$ cat config.mk
export PLATFORM = sky130hd
export DESIGN_NAME = mon_limit_irq
export DESIGN_NICKNAME = d
export VERILOG_FILES = /design/src/rtl/mon_pkg.sv /design/src/rtl/mon_regs.sv /design/src/rtl/mon_scan.sv /design/src/rtl/mon_cmp.sv /design/src/rtl/mon_alert.sv /design/src/rtl/mon_limit_irq.sv
export SDC_FILE = /design/constraint.sdc
export NUM_CORES = 1
export LEC_CHECK = 0
export ABC_CLOCK_PERIOD_IN_PS = 7500
export BUFFER_PORTS_ARGS = -buffer_cell sky130_fd_sc_hd__buf_2
export CAP_MARGIN = 20
export CELL_PAD_IN_SITES_DETAIL_PLACEMENT = 1
export CELL_PAD_IN_SITES_GLOBAL_PLACEMENT = 2
export CORE_UTILIZATION = 41
export CTS_CLUSTER_DIAMETER = 100
export DETAILED_ROUTE_END_ITERATION = 8
export PLACE_DENSITY = 0.84
export SLEW_MARGIN = 20
export SYNTH_ARGS = -nofsm -noshare
export SYNTH_HDL_FRONTEND = slang
export SYNTH_HIERARCHICAL = 1
export SYNTH_SLANG_ARGS = --single-unit
export TNS_END_PERCENT = 30
$ cat constraint.sdc
create_clock -name clk -period 7.5 [get_ports clk]
set_input_delay 0.75 -clock clk [delete_from_list [all_inputs] [get_ports clk]]
set_output_delay 0.75 -clock clk [all_outputs]
set_load 0.02 [all_outputs]
$ cat src/rtl/mon_pkg.sv
package mon_pkg;
  localparam int BIT_RUN    = 0;
  localparam int BIT_SMI_EN = 1;
  localparam int BIT_IRQ_EN = 2;
  localparam int BIT_HOLD   = 3;
  localparam int BIT_WDOG   = 4;
  localparam int BIT_POL    = 5;
  localparam int BIT_PULSE  = 6;
  localparam int BIT_INIT   = 7;

  localparam int ADDR_CFG      = 0;
  localparam int ADDR_STAT     = 1;
  localparam int ADDR_LIM_BASE = 2;

  typedef enum logic [1:0] {CH_VOLT, CH_FAN, CH_TEMP} ch_kind_e;

  function automatic ch_kind_e kind_of(int c, int nv, int nf);
    if (c < nv)      return CH_VOLT;
    if (c < nv + nf) return CH_FAN;
    return CH_TEMP;
  endfunction
endpackage

$ cat src/rtl/mon_regs.sv
module mon_regs #(
  parameter int NCH = 7,
  parameter int DW  = 8,
  parameter int AW  = 6
) (
  input  logic              clk,
  input  logic              rst_n,
  input  logic              wr,
  input  logic [AW-1:0]     addr,
  input  logic [DW-1:0]     wdata,
  output logic              init_req,
  output logic [DW-1:0]     cfg,
  output logic [NCH*DW-1:0] hi_flat,
  output logic [NCH*DW-1:0] lo_flat
);
  import mon_pkg::*;
  localparam logic [DW-1:0] CFG_DEF    = DW'(1);
  localparam logic [DW-1:0] HI_DEF     = '1;
  localparam logic [DW-1:0] TEMP_NEVER = {1'b0, {(DW-1){1'b1}}};

  logic [DW-1:0] cfg_q;
  logic [DW-1:0] hi_q [NCH];
  logic [DW-1:0] lo_q [NCH];

  assign init_req = wr && (addr == AW'(ADDR_CFG)) && wdata[BIT_INIT];
  assign cfg      = cfg_q;

  always_ff @(posedge clk) begin
    if (!rst_n || init_req) begin
      cfg_q <= CFG_DEF;
      for (int c = 0; c < NCH; c++) begin
        hi_q[c] <= (c == NCH - 1) ? TEMP_NEVER : HI_DEF;
        lo_q[c] <= '0;
      end
    end else if (wr) begin
      if (addr == AW'(ADDR_CFG)) cfg_q <= wdata;
      for (int c = 0; c < NCH; c++) begin
        if (addr == AW'(ADDR_LIM_BASE + 2 * c))     hi_q[c] <= wdata;
        if (addr == AW'(ADDR_LIM_BASE + 2 * c + 1)) lo_q[c] <= wdata;
      end
    end
  end

  for (genvar c = 0; c < NCH; c++) begin : g_flat
    assign hi_flat[c*DW +: DW] = hi_q[c];
    assign lo_flat[c*DW +: DW] = lo_q[c];
  end
endmodule

$ cat src/rtl/mon_scan.sv
module mon_scan #(
  parameter int NCH = 7,
  localparam int PW = (NCH > 1) ? $clog2(NCH) : 1
) (
  input  logic          clk,
  input  logic          rst_n,
  input  logic          init_req,
  input  logic          run_en,
  input  logic          hold,
  output logic          run,
  output logic          halted,
  output logic [PW-1:0] ptr
);
  localparam logic [PW-1:0] LAST = PW'(NCH - 1);

  logic [PW-1:0] ptr_q;
  logic          halt_q;

  assign run    = run_en && !halt_q;
  assign halted = halt_q;
  assign ptr    = ptr_q;

  always_ff @(posedge clk) begin
    if (!rst_n || init_req) begin
      ptr_q  <= '0;
      halt_q <= 1'b0;
    end else begin
      if (run) ptr_q <= (ptr_q == LAST) ? '0 : ptr_q + PW'(1);
      if (!hold)                      halt_q <= 1'b0;
      else if (run && ptr_q == LAST)  halt_q <= 1'b1;
    end
  end
endmodule

$ cat src/rtl/mon_cmp.sv
module mon_cmp #(
  parameter int NCH      = 7,
  parameter int DW       = 8,
  parameter int NUM_VOLT = 4,
  parameter int NUM_FAN  = 2,
  localparam int PW = (NCH > 1) ? $clog2(NCH) : 1
) (
  input  logic [NCH*DW-1:0] reading,
  input  logic [NCH*DW-1:0] hi_flat,
  input  logic [NCH*DW-1:0] lo_flat,
  input  logic              run,
  input  logic [PW-1:0]     ptr,
  output logic [NCH-1:0]    hit
);
  import mon_pkg::*;
  logic [NCH-1:0] viol;

  for (genvar c = 0; c < NCH; c++) begin : g_ch
    localparam ch_kind_e KIND = kind_of(c, NUM_VOLT, NUM_FAN);
    logic [DW-1:0] r, h, l;
    assign r = reading[c*DW +: DW];
    assign h = hi_flat[c*DW +: DW];
    assign l = lo_flat[c*DW +: DW];
    if (KIND == CH_TEMP) begin : g_signed
      assign viol[c] = ($signed(r) > $signed(h)) || ($signed(r) < $signed(l));
    end else begin : g_unsigned
      // fan: a larger period count is a slower fan
      assign viol[c] = (r > h) || (r < l);
    end
  end

  assign hit = run ? (viol & (NCH'(1) << ptr)) : '0;
endmodule

$ cat src/rtl/mon_alert.sv
module mon_alert #(
  parameter int NCH          = 7,
  parameter int PULSE_CYCLES = 10000,
  localparam int CW = $clog2(PULSE_CYCLES + 1)
) (
  input  logic           clk,
  input  logic           rst_n,
  input  logic           init_req,
  input  logic [NCH-1:0] hit,
  input  logic           stat_rd,
  input  logic           irq_en,
  input  logic           smi_en,
  input  logic           hold,
  input  logic           pol_low,
  input  logic           pulse_mode,
  output logic [NCH-1:0] status,
  output logic           irq_pin,
  output logic           smi_n
);
  logic [NCH-1:0] stat_q;
  logic [CW-1:0]  pcnt_q;
  logic           fresh, irq_act;

  assign fresh = |(hit & ~stat_q);

  always_ff @(posedge clk) begin
    if (!rst_n || init_req) begin
      stat_q <= '0;
      pcnt_q <= '0;
    end else begin
      stat_q <= (stat_rd ? '0 : stat_q) | hit;
      if (pcnt_q != '0)
        pcnt_q <= pcnt_q - CW'(1);
      else if (pulse_mode && irq_en && !hold && fresh)
        pcnt_q <= CW'(PULSE_CYCLES);
    end
  end

  assign irq_act = irq_en && !hold && (pulse_mode ? (pcnt_q != '0) : (|stat_q));
  assign irq_pin = irq_act ^ pol_low;
  assign smi_n   = !(smi_en && !hold && (|stat_q));
  assign status  = stat_q;
endmodule

$ cat src/rtl/mon_limit_irq.sv
module mon_limit_irq #(
  parameter int NUM_VOLT     = 4,
  parameter int NUM_FAN      = 2,
  parameter int DW           = 8,
  parameter int AW           = 6,
  parameter int PULSE_CYCLES = 10000,
  localparam int NCH = NUM_VOLT + NUM_FAN + 1,
  localparam int PW  = (NCH > 1) ? $clog2(NCH) : 1
) (
  input  logic              clk,
  input  logic              rst_n,
  input  logic [NCH*DW-1:0] reading_i,
  input  logic              reg_wr,
  input  logic              reg_rd,
  input  logic [AW-1:0]     reg_addr,
  input  logic [DW-1:0]     reg_wdata,
  output logic [DW-1:0]     reg_rdata,
  output logic              irq_pin,
  output logic              smi_n,
  output logic [NCH-1:0]    status_o,
  output logic              wdog_en
);
  import mon_pkg::*;

  logic              init_req, scan_run, scan_halt, stat_rd;
  logic [DW-1:0]     cfg_q, rdata_q;
  logic [NCH*DW-1:0] hi_flat, lo_flat;
  logic [PW-1:0]     scan_ptr;
  logic [NCH-1:0]    hit;

  mon_regs #(.NCH(NCH), .DW(DW), .AW(AW)) u_regs (
    .clk, .rst_n, .wr(reg_wr), .addr(reg_addr), .wdata(reg_wdata),
    .init_req, .cfg(cfg_q), .hi_flat, .lo_flat
  );

  mon_scan #(.NCH(NCH)) u_scan (
    .clk, .rst_n, .init_req, .run_en(cfg_q[BIT_RUN]), .hold(cfg_q[BIT_HOLD]),
    .run(scan_run), .halted(scan_halt), .ptr(scan_ptr)
  );

  mon_cmp #(.NCH(NCH), .DW(DW), .NUM_VOLT(NUM_VOLT), .NUM_FAN(NUM_FAN)) u_cmp (
    .reading(reading_i), .hi_flat, .lo_flat, .run(scan_run), .ptr(scan_ptr), .hit
  );

  assign stat_rd = reg_rd && (reg_addr == AW'(ADDR_STAT));

  mon_alert #(.NCH(NCH), .PULSE_CYCLES(PULSE_CYCLES)) u_alert (
    .clk, .rst_n, .init_req, .hit, .stat_rd,
    .irq_en(cfg_q[BIT_IRQ_EN]), .smi_en(cfg_q[BIT_SMI_EN]), .hold(cfg_q[BIT_HOLD]),
    .pol_low(cfg_q[BIT_POL]), .pulse_mode(cfg_q[BIT_PULSE]),
    .status(status_o), .irq_pin, .smi_n
  );

  always_ff @(posedge clk) begin
    if (!rst_n) begin
      rdata_q <= '0;
    end else if (reg_rd) begin
      rdata_q <= '0;
      if (reg_addr == AW'(ADDR_CFG))  rdata_q <= cfg_q;
      if (reg_addr == AW'(ADDR_STAT)) rdata_q <= DW'(status_o);
      for (int c = 0; c < NCH; c++) begin
        if (reg_addr == AW'(ADDR_LIM_BASE + 2 * c))     rdata_q <= hi_flat[c*DW +: DW];
        if (reg_addr == AW'(ADDR_LIM_BASE + 2 * c + 1)) rdata_q <= lo_flat[c*DW +: DW];
      end
    end
  end

  assign reg_rdata = rdata_q;
  assign wdog_en   = cfg_q[BIT_WDOG];
endmodule

### After elaboration in Yosys (flattened, before gate mapping)

Memories as Yosys holds them, arrays and structs flattened.
Cells that the tools add are included.

* register bits: 41
* bits in latches: 0
* memory bits (writable): 112
* bits in read-only memories: 0
* input bits: 74
* word-level logic and storage cells: 186
* memories kept: 2

Memories
* u_regs.hi_q: depth 7, bits a word 8, rd ports 7, clocked after Yosys merged registers in 0, write ports 7, line mon_regs.sv:22 `logic [DW-1:0] hi_q [NCH];`
* u_regs.lo_q: depth 7, bits a word 8, rd ports 7, clocked after Yosys merged registers in 0, write ports 7, line mon_regs.sv:23 `logic [DW-1:0] lo_q [NCH];`

* $add $sub $neg: 2
* $mul: 0
* div/mod/pow operators: 0
* magnitude comparators: 14
* equality and inequality tests: 16
* shift operators: 1
* multiplexer cells: 94
* bitwise logic cells: 20
* reduce and logical (&&, ||, !) cells: 31

Operators with widths (number)
* $mux 8: 30
* $mux 1: 59
* $gt 8x8->1: 7
* $lt 8x8->1: 7
* $eq 6x4->1 const B: 8
* $mux 14: 2
* $eq 6x3->1 const B: 4
* $and 7x7->7: 2
* $mux 7: 2
* $or 1x1->1: 14
* $reduce_bool 14->1: 1
* $reduce_or 7->1: 2
* $sub 14x1->14 const B: 1
* $eq 6x2->1 const B: 2
* $logic_and 1x1->1: 12
* $logic_or 1x1->1: 8
* $not 7->7: 1
* $or 7x7->7: 1
* $shl 1x3->7 const A: 1
* $eq 6x1->1 const B: 1
* $logic_not 6->1: 1
* $logic_not 1->1: 4
* $add 3x1->3 const B: 1
* $eq 3x3->1 const B: 1
* other kinds (6): 6

### Depth between registers and ports, before layout

Gate-level depths: netlist of the first run.

* word-level depth: 17
* mapped depth: 12
* depth with buffers taken out: 12

### Hierarchy

The synthesis of the first run kept the hierarchy.

By module, submodules not included
* mon_regs: instances 1, cells an instance 358, area an instance 4713.3 um2, sequential area each 3523.4 um2
* mon_cmp: instances 1, cells an instance 378, area an instance 2738.9 um2, sequential area each 0.0 um2
* mon_limit_irq: instances 1, cells an instance 242, area an instance 1824.2 um2, sequential area each 160.2 um2
* mon_alert: instances 1, cells an instance 123, area an instance 1038.5 um2, sequential area each 420.4 um2
* mon_scan: instances 1, cells an instance 22, area an instance 173.9 um2, sequential area each 80.1 um2

### Worst setup path after synthesis of the first run

No wires, ideal clock.

* path type: input-to-reg
* start point: in reg_addr[5]
* end point: mem u_regs.hi_q[0][0] (enable)
* library setup time: 0.387 ns
* data arrival time: 2.478 ns
* required time: 7.113 ns
* slack: 4.635 ns
* cell stages on the path: 5
* buffers on the path: 2
* cell sequence: or3b_1 > buf_6 > or3_1 > buf_2 > o31ai_1

RTL lines
* from (decl): line mon_limit_irq.sv:15 `input logic [AW-1:0] reg_addr,`
* to (decl): line mon_regs.sv:22

### Worst setup path in the final report of the first run

* start point: reg u_alert.pcnt_q[0]
* end point: out irq_pin

* word-level cells in the longest chain between the ends: 4

RTL lines
* from (decl): line mon_alert.sv:21 `logic [CW-1:0] pcnt_q;`
* from (signal assigned): line mon_alert.sv:33 `pcnt_q <= pcnt_q - CW'(1);`
* from (signal assigned): line mon_alert.sv:35 `pcnt_q <= CW'(PULSE_CYCLES);`
* $reduce_bool 14->1: line mon_alert.sv:39 `assign irq_act = irq_en && !hold && (pulse_mode ? (pcnt_q != '0) : (|stat_q));`
* $mux 1: line mon_alert.sv:39
* $logic_and 1x1->1: line mon_alert.sv:39
* $xor 1x1->1: line mon_alert.sv:40 `assign irq_pin = irq_act ^ pol_low;`
* to (decl): line mon_limit_irq.sv:18 `output logic irq_pin,`

Every way passes these cells.

==> results of run 1 <==
[routing by layer]
layer  vias up  global-route usage  share of wire
li1       4187                   -              -
met1      4520               0.416           0.45
met2       372               0.448           0.45
met3        53              0.0401          0.076
met4         0              0.0870          0.021
met5         -                   0              0
[how the worst max path moves through the flow]
stage,from,end,cells after the start
after detailed placement,reg_addr[0],u_alert/pcnt_q[4],7
after floorplan,reg_addr[5],u_regs/hi_q[0][0],5
after CTS,u_alert/pcnt_q[0],irq_pin,7
final,u_alert/pcnt_q[0],irq_pin,7
after global routing,u_alert/pcnt_q[0],irq_pin,7
after global placement,reg_addr[0],u_alert/pcnt_q[4],7
[layout make-up]
cell class / count / area (sq um) / area share
Clock buffer: 18 / 429 / 0.0367
Clock inverter: 14 / 125 / 0.0107
Inverter: 127 / 477 / 0.0408
Multi-Input combinational cell: 790 / 5560 / 0.475
Sequential cell: 153 / 4180 / 0.358
Tap cell: 330 / 413 / 0.0353
Timing Repair Buffer: 98 / 508 / 0.0434
[worst max-delay path, cell delays in order, from the launching register on]
cell and delay [ns]:
dfxtp_1 0.33, inv_1 0.06, ha_1 0.17, or3b_2 0.50, nor4_4 0.68, a21oi_1 0.18
xor2_1 0.18, buf_2 0.19
[sequential cells by signal (all words and copies together), names as in the netlist]
register        count
u_regs/lo_q        56
u_regs/hi_q        56
u_scan/halted       1
u_scan/ptr          3
u_alert/status      7
u_regs/cfg          8
u_alert/pcnt_q     14
reg_rdata           8
[power groups by stage]
| stage | clock network, uW | logic [uW] | registers [uW] |
|---|---|---|---|
| 2_1_floorplan | 0 | 424 | 1050 |
| 3_3_place_gp | 0 | 552 | 1080 |
| 3_5_place_dp | 0 | 569 | 1080 |
| 4_1_cts | 841 | 572 | 1070 |
| 5_1_grt | 875 | 638 | 1080 |
| 6_report | 834 | 573 | 1070 |
[cells by family (layout without fill, tap and decap cells)]
group	Yosys count	count (layout)	share of synthesized area
AND/OR/NAND/NOR	395	395	0.196
adder cells (fa/ha/maj)	106	106	0.126
multiplexers	39	39	0.0485
AO/OA/AOI/OAI	248	248	0.156
XOR/XNOR	2	2	0.00167
flip-flops	153	153	0.399
buffers and inverters	180	257	0.0725
[cells in the mapped netlist (21+ instances only)]
cell type  instances  share of area
nand2b_1          24          0.014
a21oi_1           68          0.032
edfxtp_1         112           0.32
buf_2             21          0.010
o21ai_0           47          0.022
ha_1             106           0.13
nand2_1          102          0.037
nor3_1            27          0.013
clkbuf_1          22         0.0079
dfxtp_1           41          0.078
inv_1            125          0.045
nor2b_1           21          0.013
mux2i_1           25          0.024
nor2_1           102          0.037
[metrics by stage]
step	hold slack, ns	area (sq um)	utilization
after floorplan	0.442	10500	-
after global placement	0.469	11100	0.443
after detailed placement	0.483	11100	0.443
after CTS	0.494	11700	0.465
after global routing	0.509	11700	0.466
final	0.489	11700	0.466
==> out/metrics.cfg, run 1 <==
[finish]
layout-drive-gt1-share=0.154
final_cell_mix=inv_1, edfxtp_1, ha_1
area_growth_pct=11.5
fin_nets=1367
instances_no_fill=1530
final_common_cell=inv_1
n_antenna_cell=0
fill_cells=2984

[power_and_ir_drop]
peakVddDrop_uv=136
sequentialPowerShare=0.432
p_comb_frac=0.232
switching_share=0.324
p_per_area_nw_per_um2=212
leakage_uw=0.00484
clkPwrFrac=0.337
p_switching_uw=803
power_uw=2480
p_int_uw=1670

[clock_network]
holdBufCountCts=0
numCtsBuffers=17
cts_resized=0
cts_num_sinks=153
cts_max_level=4
post_cts_buffers=0
cts_buffer_depth=2
clkLatencyLatePin_ns=0.44
clk_pin_slew_ns=0.06
ctsRootBufferMaster=clkbuf_16
cts_tree=yes

[grt]
grt_max_degree=57
first_global_vias=9067
grt-ovfl-total=0
grt_usage=0.289
antenna_found_initial=1
grt_pass1_wl_mm=55.7

[detailed_routing]
drt_first_pass_iters=7
drtIter0Drc=949
num_vias=9132
drt-vias-per-instance=5.97
drt-total-wl_mm=36.9
drc=0
postRouteAntennaNets=0
wl_per_cell_um=24.1

[outcome]
outcome=complete, no violations

[placed_design]
dp_cells=1498
dp_slack_ns=3.78
place_congestion=0.912
numPortBuffers=91
dp_hpwl_mm=29.0

[critical_path]
criticalPathCategory=reg2out
r2r_slack_ns=4.49
r2r-start=u_regs/cfg[0]
reg2reg_depth=10
critPathLaunchType=register
critical_path_arrival_ns=2.72
reg2reg_to=u_alert/pcnt_q[0]
end_kind=primary output
crit_required_ns=6.75
critPathMaxFanout=13

[timing]
setup_slack_ns=4.03
setup_tns_ns=0
final_max_slew_viol_count=0
setup_viol=0
maxSlewHeadroom=0.240
clock.fmax_mhz=288
finalCritPeriodShare=0.463
hold_viol_final=0
rsz0062_at_grt=false
worst_slew_pin_slew_ns=1.14
fin_crit_ns=3.47
fin_skew_ns=0.0101

[flow_run]
maxCapViolCount=0

[die]
die-area_sq_um=26200
die_w_um=162
ios=92
rows=58
fp.dieH_um=162
start_util=0.418
core_sq_um=25100

[logic_synthesis]
yosys_register_bits=153
ys_types=85
synth.avg_cell_area_sq_um=9.34
synth_async_sr_flop_share=0
synth_edf_count=112
netlist_area_sq_um=10500
ys.flop_type=edfxtp_1
synth_nets=1303
yosysSeqAreaShare=0.399
yosys_warnings=6
synthCells=1123

[worst_hold_path]
whs_path_depth=2
whs_endpoint=u_alert/pcnt_q[5]
hold_class=reg2reg
min_from=u_alert/pcnt_q[5]

Power figures use the tool's default switching activity.
==> run 2: changes to the inputs <==
--- a/config.mk
+++ b/config.mk
@@ -5,15 +5,15 @@
 export SDC_FILE = /design/constraint.sdc
 export NUM_CORES = 1
 export LEC_CHECK = 0
-export ABC_CLOCK_PERIOD_IN_PS = 7500
+export ABC_CLOCK_PERIOD_IN_PS = 2800
 export BUFFER_PORTS_ARGS = -buffer_cell sky130_fd_sc_hd__buf_2
 export CAP_MARGIN = 20
 export CELL_PAD_IN_SITES_DETAIL_PLACEMENT = 1
 export CELL_PAD_IN_SITES_GLOBAL_PLACEMENT = 2
-export CORE_UTILIZATION = 41
+export CORE_UTILIZATION = 35
 export CTS_CLUSTER_DIAMETER = 100
 export DETAILED_ROUTE_END_ITERATION = 8
-export PLACE_DENSITY = 0.84
+export PLACE_DENSITY = 0.76
 export SLEW_MARGIN = 20
 export SYNTH_ARGS = -nofsm -noshare
 export SYNTH_HDL_FRONTEND = slang
==> constraint.sdc (replaced) <==
create_clock -name clk -period 2.8 [get_ports clk]
set_input_delay 0.28 -clock clk [delete_from_list [all_inputs] [get_ports clk]]
set_output_delay 0.28 -clock clk [all_outputs]
set_load 0.02 [all_outputs]
==> run 2 against run 1 <==
  * Sequential share of layout area decreased by 2.0 points
  * Critical path depth increased by 5
  * Total power increased to 2.8 times the previous value
  * Critical endpoint is now u_alert/pcnt_q[0]
  * Sequential cell count unchanged
  * First-iteration DRC count decreased by 15%
  * Die area increased by 17%
  * Highest routed layer unchanged
==> out/metrics.cfg, run 2 (synthesis gave the netlist of run 1 again) <==
[critical_path]
criticalPathCategory=reg2reg
critPathMaxFanout=4  ; -9
crit_required_ns=3.19  ; -3.56 ns
crit_buf_inv=1  ; -1
critical_path.cell_chain=inv_2 > ha_4 > nor2b_1 > o21ai_1 > nand2b_1 > a211oi_2 > o31ai_4 > nand2b_1 > o2111ai_4 > o311a_4 > nor3_4 > a31o_2
r2r-start=u_regs/hi_q[4][1]
critPathLaunchType=register
end_kind=register
critical_path_arrival_ns=3.08  ; +0.36 ns
cp_slowest_cell=edfxtp_1
cp-startpoint=u_regs/hi_q[4][1]
critPathTopFamily=compound AO/OA/AOI/OAI gates
critPathMaxStageDelay_ns=0.44  ; -0.24 ns
path_common_cell=nand2b_1

[clock_network]
cts_max_level=4  ; unchanged
cts_buffer_depth=2  ; unchanged
numCtsBuffers=17  ; unchanged
holdBufCountCts=0  ; unchanged
cts_tree=yes
clkLatencyLatePin_ns=0.45  ; about the same
cts_num_sinks=153  ; unchanged
ctsRootBufferMaster=clkbuf_16
clk_pin_slew_ns=0.07  ; about the same

[die]
start_util=0.355  ; -0.0629
die_w_um=175  ; +8.1%
ios=92  ; unchanged
core_sq_um=29600  ; +18%
die-area_sq_um=30700  ; +17%
rows=63  ; +8.6%
fp.dieH_um=175  ; +8.1%

[timing]
clock.fmax_mhz=372
fin_crit_ns=2.69
setup_viol=0  ; unchanged
worst_slew_pin_slew_ns=0.681  ; -0.454 ns
setup_tns_ns=0  ; unchanged
maxSlewHeadroom=0.546  ; +0.306
hold_viol_final=0  ; unchanged
finalCritPeriodShare=0.960
fin_skew_ns=0.0105  ; +0.000420 ns
final_max_slew_viol_count=0  ; unchanged
holdWs_ns=0.223  ; -0.266 ns

[grt]
first_global_vias=9408  ; +3.8%
antenna_found_initial=0  ; -1
grt_max_degree=31  ; -46%
grt-ovfl-total=0  ; unchanged
grt_pass1_wl_mm=58.3  ; +4.8%
grt_usage=0.259  ; -0.0292

[detailed_routing]
wl_per_cell_um=23.9  ; -0.97%
num_vias=9153  ; +0.23%
drtIter0Drc=803  ; -15%
postRouteAntennaNets=0  ; unchanged
drt-vias-per-instance=5.54  ; -7.1%
drt_first_pass_iters=5  ; -2
drt-total-wl_mm=39.5  ; +6.9%
drc=0  ; unchanged

[outcome]
outcome=complete, no violations

[power_and_ir_drop]
peakVddDrop_uv=464  ; +240%
p_per_area_nw_per_um2=556  ; +160%
leakage_uw=0.00517  ; +7.0%

[finish]
final_cell_mix=inv_1, edfxtp_1, ha_1
n_antenna_cell=0  ; unchanged
layout-drive-gt1-share=0.213  ; +0.0584
area_growth_pct=18.2
reg_top3=u_regs/hi_q: 56 flops, u_regs/lo_q: 56 flops, u_alert/pcnt_q: 14 flops
fin_nets=1428  ; +4.5%
final_common_cell=inv_1

[placed_design]
place_congestion=0.947  ; +3.8%
dp_hpwl_mm=31.0  ; +6.7%
numPortBuffers=91  ; unchanged

[worst_hold_path]
hold_class=in2reg
min_from=reg_wdata[1]

[flow_run]
maxCapViolCount=0  ; unchanged

-- run 2: where the power goes --
part,leakage [uW],internal [uW],switching (uW)
sequential,0.00143,2630,204
combinational,0.00346,707,1010
clock,0.000282,1260,1080
total,0.00517,4590,2300
-- run 2: path summary, 6_finish.rpt --
kind	to	slack, ns	cells past startpoint
setup / recovery	u_alert/pcnt_q[0]	0.11	12
hold / removal	u_regs/cfg[1]	0.22	3
setup reg to reg	u_alert/pcnt_q[0]	0.11	12
hold reg to reg	u_regs/cfg[7]	0.48	1
-- run 2: cell type report --
class / instances / area, sq um
Clock inverter: 15 / 155
Clock buffer: 17 / 425
Tap cell: 390 / 488
Timing Repair Buffer: 159 / 981
Sequential cell: 153 / 4180
Inverter: 127 / 477
Fill cell: 3437 / 17200
Multi-Input combinational cell: 790 / 5690
-- run 2: through the flow --
stage / worst slack [ns] / total power (uW) / utilization / instances / instance area (sq um)
floorplan: 0.405 / 3940 / - / 1123 / 10500
global placement: 0.0777 / 4470 / 0.393 / 1612 / 11600
detailed placement: 0.000297 / 4510 / 0.393 / 1612 / 11600
CTS: 0.0292 / 6850 / 0.413 / 1644 / 12200
global route: -0.0435 / 7180 / 0.419 / 1651 / 12400
finish: 0.112 / 6890 / 0.419 / 1651 / 12400
-- run 2: tightest hold or removal path, delay by kind of cell --
family	cells	cell delay [ns]
buffers and inverters	1	0.18
multiplexers	1	0.06
AND/OR/NAND/NOR	1	0.10
-- run 2: layer usage --
metal | track usage | wire, um | share of wire
met1 | 0.364 | 18400 | 0.47
met2 | 0.412 | 17900 | 0.45
met3 | 0.0283 | 2070 | 0.053
met4 | 0.0909 | 1150 | 0.029
met5 | 0 | 0 | 0
-- run 2: what timing repair did --
item	4_1_cts	5_1_grt
pin swaps	0	18
endpoints found under the setup margin	3	7
buffers inserted	0	8
gates resized for setup	1	31
hold endpoints to repair	0	0
